--- src/rtl/hbi_pkg.sv ---
package hbi_pkg;
  localparam int NCH        = 4;
  localparam int CH_W       = $clog2(NCH);
  localparam int AW         = 3;
  localparam int NREG       = 1 << AW;
  localparam int DW         = 8;
  localparam int MCR_ADDR   = 4;
  localparam int IRQ_EN_BIT = 3;

  typedef struct packed {
    logic            rd;
    logic            wr;
    logic [CH_W-1:0] ch;
    logic [AW-1:0]   ad;
    logic [DW-1:0]   dat;
  } acc_t;
endpackage

--- src/rtl/hbi_rst_sync.sv ---
module hbi_rst_sync #(
  parameter int STAGES = 2
) (
  input  logic clk,
  input  logic rst_n,
  output logic rst_sync_n
);
  logic [STAGES-1:0] chain_q;

  always_ff @(posedge clk or negedge rst_n) begin
    if (!rst_n) chain_q <= '0;
    else        chain_q <= {chain_q[STAGES-2:0], 1'b1};
  end

  assign rst_sync_n = chain_q[STAGES-1];
endmodule

--- src/rtl/hbi_decode.sv ---
module hbi_decode
  import hbi_pkg::*;
(
  input  logic           strobe_mode,
  input  logic           rd_n,
  input  logic           wr_n,
  input  logic [NCH-1:0] cs_n,
  input  logic [AW-1:0]  addr,
  input  logic [DW-1:0]  din,
  output acc_t           acc
);
  logic            hit;
  logic [CH_W-1:0] sel;

  // lowest-numbered active select wins in strobe style
  always_comb begin
    hit = 1'b0;
    sel = '0;
    for (int i = NCH - 1; i >= 0; i--) begin
      if (!cs_n[i]) begin
        hit = 1'b1;
        sel = CH_W'(i);
      end
    end
  end

  always_comb begin
    acc     = '0;
    acc.ad  = addr;
    acc.dat = din;
    if (strobe_mode) begin
      acc.ch = sel;
      acc.rd = hit & ~rd_n;
      acc.wr = hit & ~wr_n;
    end else begin
      acc.ch = cs_n[CH_W:1];
      acc.rd = ~cs_n[0] & wr_n;
      acc.wr = ~cs_n[0] & ~wr_n;
    end
  end
endmodule

--- src/rtl/hbi_regbank.sv ---
module hbi_regbank
  import hbi_pkg::*;
(
  input  logic            clk,
  input  logic            rst_n,
  input  logic            we,
  input  logic [CH_W-1:0] wch,
  input  logic [AW-1:0]   wad,
  input  logic [DW-1:0]   wdat,
  input  logic [CH_W-1:0] rch,
  input  logic [AW-1:0]   rad,
  output logic [DW-1:0]   rdat,
  output logic [NCH-1:0]  irq_en
);
  logic [DW-1:0] mem_q [NCH][NREG];
  logic          en    [NCH][NREG];

  always_comb begin
    for (int c = 0; c < NCH; c++) begin
      for (int r = 0; r < NREG; r++) begin
        en[c][r] = we && (wch == CH_W'(c)) && (wad == AW'(r));
      end
    end
  end

  always_ff @(posedge clk or negedge rst_n) begin
    if (!rst_n) begin
      for (int c = 0; c < NCH; c++)
        for (int r = 0; r < NREG; r++)
          mem_q[c][r] <= '0;
    end else begin
      for (int c = 0; c < NCH; c++)
        for (int r = 0; r < NREG; r++)
          if (en[c][r]) mem_q[c][r] <= wdat;
    end
  end

  assign rdat = mem_q[rch][rad];

  for (genvar g = 0; g < NCH; g++) begin : g_irq_en
    assign irq_en[g] = mem_q[g][MCR_ADDR][IRQ_EN_BIT];
  end
endmodule

--- src/rtl/hbi_irq.sv ---
module hbi_irq
  import hbi_pkg::*;
(
  input  logic           strobe_mode,
  input  logic           irq_sel,
  input  logic [NCH-1:0] irq_en,
  input  logic [NCH-1:0] req,
  output logic [NCH-1:0] int_out,
  output logic [NCH-1:0] int_oe
);
  for (genvar g = 0; g < NCH; g++) begin : g_pin
    if (g == 0) begin : g_dev
      always_comb begin
        if (strobe_mode) begin
          int_out[g] = req[g];
          int_oe[g]  = irq_en[g] | irq_sel;
        end else begin
          int_out[g] = 1'b0;
          int_oe[g]  = |req;
        end
      end
    end else begin : g_chan
      always_comb begin
        if (strobe_mode) begin
          int_out[g] = req[g];
          int_oe[g]  = irq_en[g] | irq_sel;
        end else begin
          int_out[g] = 1'b0;
          int_oe[g]  = 1'b1;
        end
      end
    end
  end
endmodule

--- src/rtl/quad_host_bus_if.sv ---
module quad_host_bus_if
  import hbi_pkg::*;
#(
  parameter int RST_STAGES = 2
) (
  input  logic           clk,
  input  logic           rst_n,
  input  logic           mode_strobe,
  input  logic           rd_n,
  input  logic           wr_n,
  input  logic [NCH-1:0] cs_n,
  input  logic [AW-1:0]  addr,
  input  logic [DW-1:0]  din,
  output logic [DW-1:0]  dout,
  output logic           dout_oe,
  input  logic           stat_sel_n,
  input  logic           irq_sel,
  input  logic [NCH-1:0] chan_irq,
  input  logic [NCH-1:0] txrdy_n,
  input  logic [NCH-1:0] rxrdy_n,
  output logic [NCH-1:0] int_out,
  output logic [NCH-1:0] int_oe,
  output logic           txrdy_all_n,
  output logic           rxrdy_all_n
);
  logic          rst_i;
  acc_t          acc_d, cur_q, prv_q;
  logic          stat_q;
  logic          wr_commit;
  logic [DW-1:0] rdat;
  logic [NCH-1:0] irq_en;

  hbi_rst_sync #(.STAGES(RST_STAGES)) u_rst (
    .clk(clk), .rst_n(rst_n), .rst_sync_n(rst_i)
  );

  hbi_decode u_dec (
    .strobe_mode(mode_strobe), .rd_n(rd_n), .wr_n(wr_n),
    .cs_n(cs_n), .addr(addr), .din(din), .acc(acc_d)
  );

  always_ff @(posedge clk or negedge rst_i) begin
    if (!rst_i) begin
      cur_q  <= '0;
      prv_q  <= '0;
      stat_q <= 1'b0;
    end else begin
      cur_q  <= acc_d;
      prv_q  <= cur_q;
      stat_q <= ~stat_sel_n;
    end
  end

  // a write lands when the sampled write phase ends
  assign wr_commit = prv_q.wr & ~cur_q.wr;

  hbi_regbank u_regs (
    .clk(clk), .rst_n(rst_i), .we(wr_commit),
    .wch(prv_q.ch), .wad(prv_q.ad), .wdat(prv_q.dat),
    .rch(cur_q.ch), .rad(cur_q.ad), .rdat(rdat), .irq_en(irq_en)
  );

  always_comb begin
    if (stat_q) begin
      dout    = {rxrdy_n, ~txrdy_n};
      dout_oe = 1'b1;
    end else if (cur_q.rd) begin
      dout    = rdat;
      dout_oe = 1'b1;
    end else begin
      dout    = '0;
      dout_oe = 1'b0;
    end
  end

  hbi_irq u_irq (
    .strobe_mode(mode_strobe), .irq_sel(irq_sel), .irq_en(irq_en),
    .req(chan_irq), .int_out(int_out), .int_oe(int_oe)
  );

  assign txrdy_all_n = &txrdy_n;
  assign rxrdy_all_n = &rxrdy_n;
endmodule

--- config.mk ---
export PLATFORM = sky130hd
export DESIGN_NAME = quad_host_bus_if
export DESIGN_NICKNAME = d
export VERILOG_FILES = /design/src/rtl/hbi_pkg.sv /design/src/rtl/hbi_rst_sync.sv /design/src/rtl/hbi_decode.sv /design/src/rtl/hbi_regbank.sv /design/src/rtl/hbi_irq.sv /design/src/rtl/quad_host_bus_if.sv
export SDC_FILE = /design/constraint.sdc
export NUM_CORES = 1
export LEC_CHECK = 0
export BUFFER_PORTS_ARGS = -buffer_cell sky130_fd_sc_hd__buf_2
export CORE_MARGIN = 5
export CORE_UTILIZATION = 30
export CTS_CLUSTER_DIAMETER = 60
export CTS_CLUSTER_SIZE = 16
export DETAILED_ROUTE_END_ITERATION = 8
export GPL_TIMING_DRIVEN = 0
export HOLD_SLACK_MARGIN = 0.12
export PLACE_DENSITY_LB_ADDON = 0.08
export REMOVE_ABC_BUFFERS = 1
export SLEW_MARGIN = 40
export SYNTH_ARGS = -nofsm -noshare
export SYNTH_HDL_FRONTEND = slang
export SYNTH_HIERARCHICAL = 1
export SYNTH_SLANG_ARGS = --single-unit
export TNS_END_PERCENT = 50
--- constraint.sdc ---
create_clock -name clk -period 16.5 [get_ports clk]
set_input_delay 1.65 -clock clk [delete_from_list [all_inputs] [get_ports clk]]
set_output_delay 1.65 -clock clk [all_outputs]
set_load 0.01 [all_outputs]
==> run summary <==
average cell area after synthesis - 16.23 um^2
crit-path leading delay family - multiplexers
core area - 42,130 um^2
max-slew violation count - 0
FF-to-FF End - u_regs/mem_q[227]
largest net degree at the start of global routing - 47
Multi-input gate area - 5309 um^2
die height - 217.0 um
drt pass-1 iters - 4
quantity of hold-fixing buffers added after cts - 0
unrepaired setup endpoints after global routing - false
Tcrit/Tclk final - 0.3110
Async S/R FF share, synth - 1.000
GRT overflow - 0
Setup crit end kind - output port
worst reg2reg setup slack - 13.94 ns
Startpoint Class - flop
TNS Setup - 0 ns
share of layout cells above drive strength 1 - 0.5851
EDFF count, synth - 0
final core occ - 0.3522
setup violators final - 0
Final Hold Vio Count - 0
synthesis-stage register bit count - 288
Initial Util - 0.3052
leak pwr - 6.725 nW
post-layout min period - 5.131 ns
delay of the slowest critical-path stage - 0.62 ns
GPL Wtd Cong - 0.7559
CP Cell Sequence - buf_12 -> buf_12 -> mux4_2 -> mux4_2 -> mux2_2 -> a22o_1 -> buf_2
register area - 7229 um^2
Clk pin slew, worst setup/hold paths - 0.06 ns
Post-DP HPWL - 21,680 um
H-Tree Depth - 1
# DRC - 0
final net count - 856
R2R Path Start - cur_q[13]
Slew Limit Headroom - 0.4344
Setup Fix Bufs, Post-CTS - 0
global-route wire length before repair - 49,740 um
Rows - 75
Die Area - 47,100 um^2
Fill cells - 3,909
DR WL/cell - 23.39 um
TritonCTS buffer count - 31
Max-cap violations - 0
vias - 6,922
Buf+Inv Stages, Crit Path - 3
number of global-route vias before repair - 7,737
Post-Syn Area - 12,860 um^2
status - complete, no violations
clk sinks - 288
PD cells - 123.8 nW/um^2
VDD IR max - 74.07 uV
worst min path class - reg2async
Synth cell types - 38
clk root buf - clkbuf_16
Seq/Total Area, Yosys - 0.5605
area delta synth->final - 15.43%
Port Buffers - 52
clock latency on the worst-skew pair - 0.57 ns
Reg2Reg Depth - 4
most common cell after layout, fill and taps aside - dfrtp_1
Post-Route WL - 32,440 um
Vias/cell - 4.991
Iter 0 DRT Violations - 280
initial antenna violation count - 0
post-CTS sizing - 0
critical path's slowest cell - dfrtp_4
Slew @ Worst Pin - 0.8453 ns
Die X-Extent - 217.0 um
maximum root-to-sink buffer count - 3
Synth Instances - 792
Crit Path Class - reg2out
ys flop type - dfrtp_1
maximum clock frequency - 194.9 MHz
Place WS - 11.90 ns
most frequent cells in the layout - dfrtp_1 (276), mux2_2 (264), mux4_2 (80)
worst path arrival time - 3.48 ns
CTS tree - done
Crit path required time - 14.85 ns
worst-path fanout max - 21
Post-DRT Antenna Nets - 0
io pins - 53
Final Skew - 0.01703 ns
synth warn - 6
worst setup margin - 11.37 ns
gr usage total - 0.1390
[state kept, by name (all words and copies together), names as in the netlist]
signal	cells
cur_q	15
prv_q	14
stat_q	1
u_regs/irq_en	4
u_regs/mem_q	252
u_rst/chain_q	2
[area by class of cell]
cell class / count / area share
clock inverters: 22 / 0.01838
flip-flops and latches: 288 / 0.4871
diodes: 2 / 0.0003372
clock buffers: 35 / 0.05530
inverters: 6 / 0.001517
well taps: 539 / 0.04544
repair buffers: 64 / 0.03423
multi-input cells: 431 / 0.3577
[per-stage QoR]
step	cells	hold slack [ns]	power (mW)	cell area [um^2]
floorplan	725	0.3312	1.029	12510
global placement	1316	0.3337	1.098	13450
detailed placement	1328	0.1982	1.123	13740
CTS	1385	0.1988	1.870	14830
global route	1385	0.2143	1.926	14840
finish	1387	0.1893	1.837	14840
[logic make-up after synthesis]
group / share of synthesized area
AOI/OAI and AO/OA: 0.007882
buffers and inverters: 0.02871
DFF: 0.5605
muxes: 0.3721
other: 0.0002917
and+or+nand+nor: 0.03046
[worst max path at each step]
stage                      from         to  slack, ns  cells past startpoint
2_1_floorplan  u_rst/chain_q[1]   cur_q[0]       7.88                      0
3_3_place_gp   u_rst/chain_q[1]  cur_q[14]       5.24                      0
3_5_place_dp          cur_q[12]    dout[0]      11.90                      7
4_1_cts               cur_q[12]    dout[0]      11.28                      7
5_1_grt               cur_q[12]    dout[7]      11.23                      7
6_report              cur_q[12]    dout[0]      11.37                      7
[cells in the mapped netlist (all sizes together) (2+ instances only)]
| master | n | area [um^2] |
|---|---|---|
| dfrtp | 288 | 7207 |
| and3b | 2 | 17.52 |
| nor3b | 4 | 30.03 |
| mux2 | 264 | 2973 |
| a22o | 7 | 61.31 |
| nor2 | 17 | 73.82 |
| inv | 6 | 22.52 |
| nor4 | 2 | 18.77 |
| nor2b | 3 | 26.27 |
| and2 | 4 | 26.28 |
| nand3 | 3 | 15.01 |
| clkbuf | 37 | 138.9 |
| o21ai | 4 | 20.01 |
| nand2 | 21 | 78.83 |
| mux4 | 80 | 1802 |
| buf | 30 | 207.7 |
| nand2b | 3 | 18.77 |
| nand3b | 5 | 37.54 |
[metal layers]
layer | track usage | up-vias | part of all wire
li1 | - | 3005 | -
met1 | 0.2053 | 3795 | 0.48
met2 | 0.2220 | 91 | 0.47
met3 | 0.01876 | 31 | 0.033
met4 | 0.02760 | 0 | 0.014
met5 | 0 | - | 0
[worst reg2reg max path, stage by stage, from the launching register on]
cell and delay [ns]:
dfrtp_1 0.38, nor2b_1 0.47, or3b_2 0.62, nor2_2 0.58
mux2_2 0.41
[power by group]
group / switching (mW) / leakage [nW] / internal [mW]
Clock: 0.313 / 0.540 / 0.418
Combinational: 0.0947 / 2.40 / 0.147
Sequential: 0.0633 / 3.79 / 0.800
Total: 0.471 / 6.73 / 1.37
Note: power is estimated with default switching activity, not from simulation.
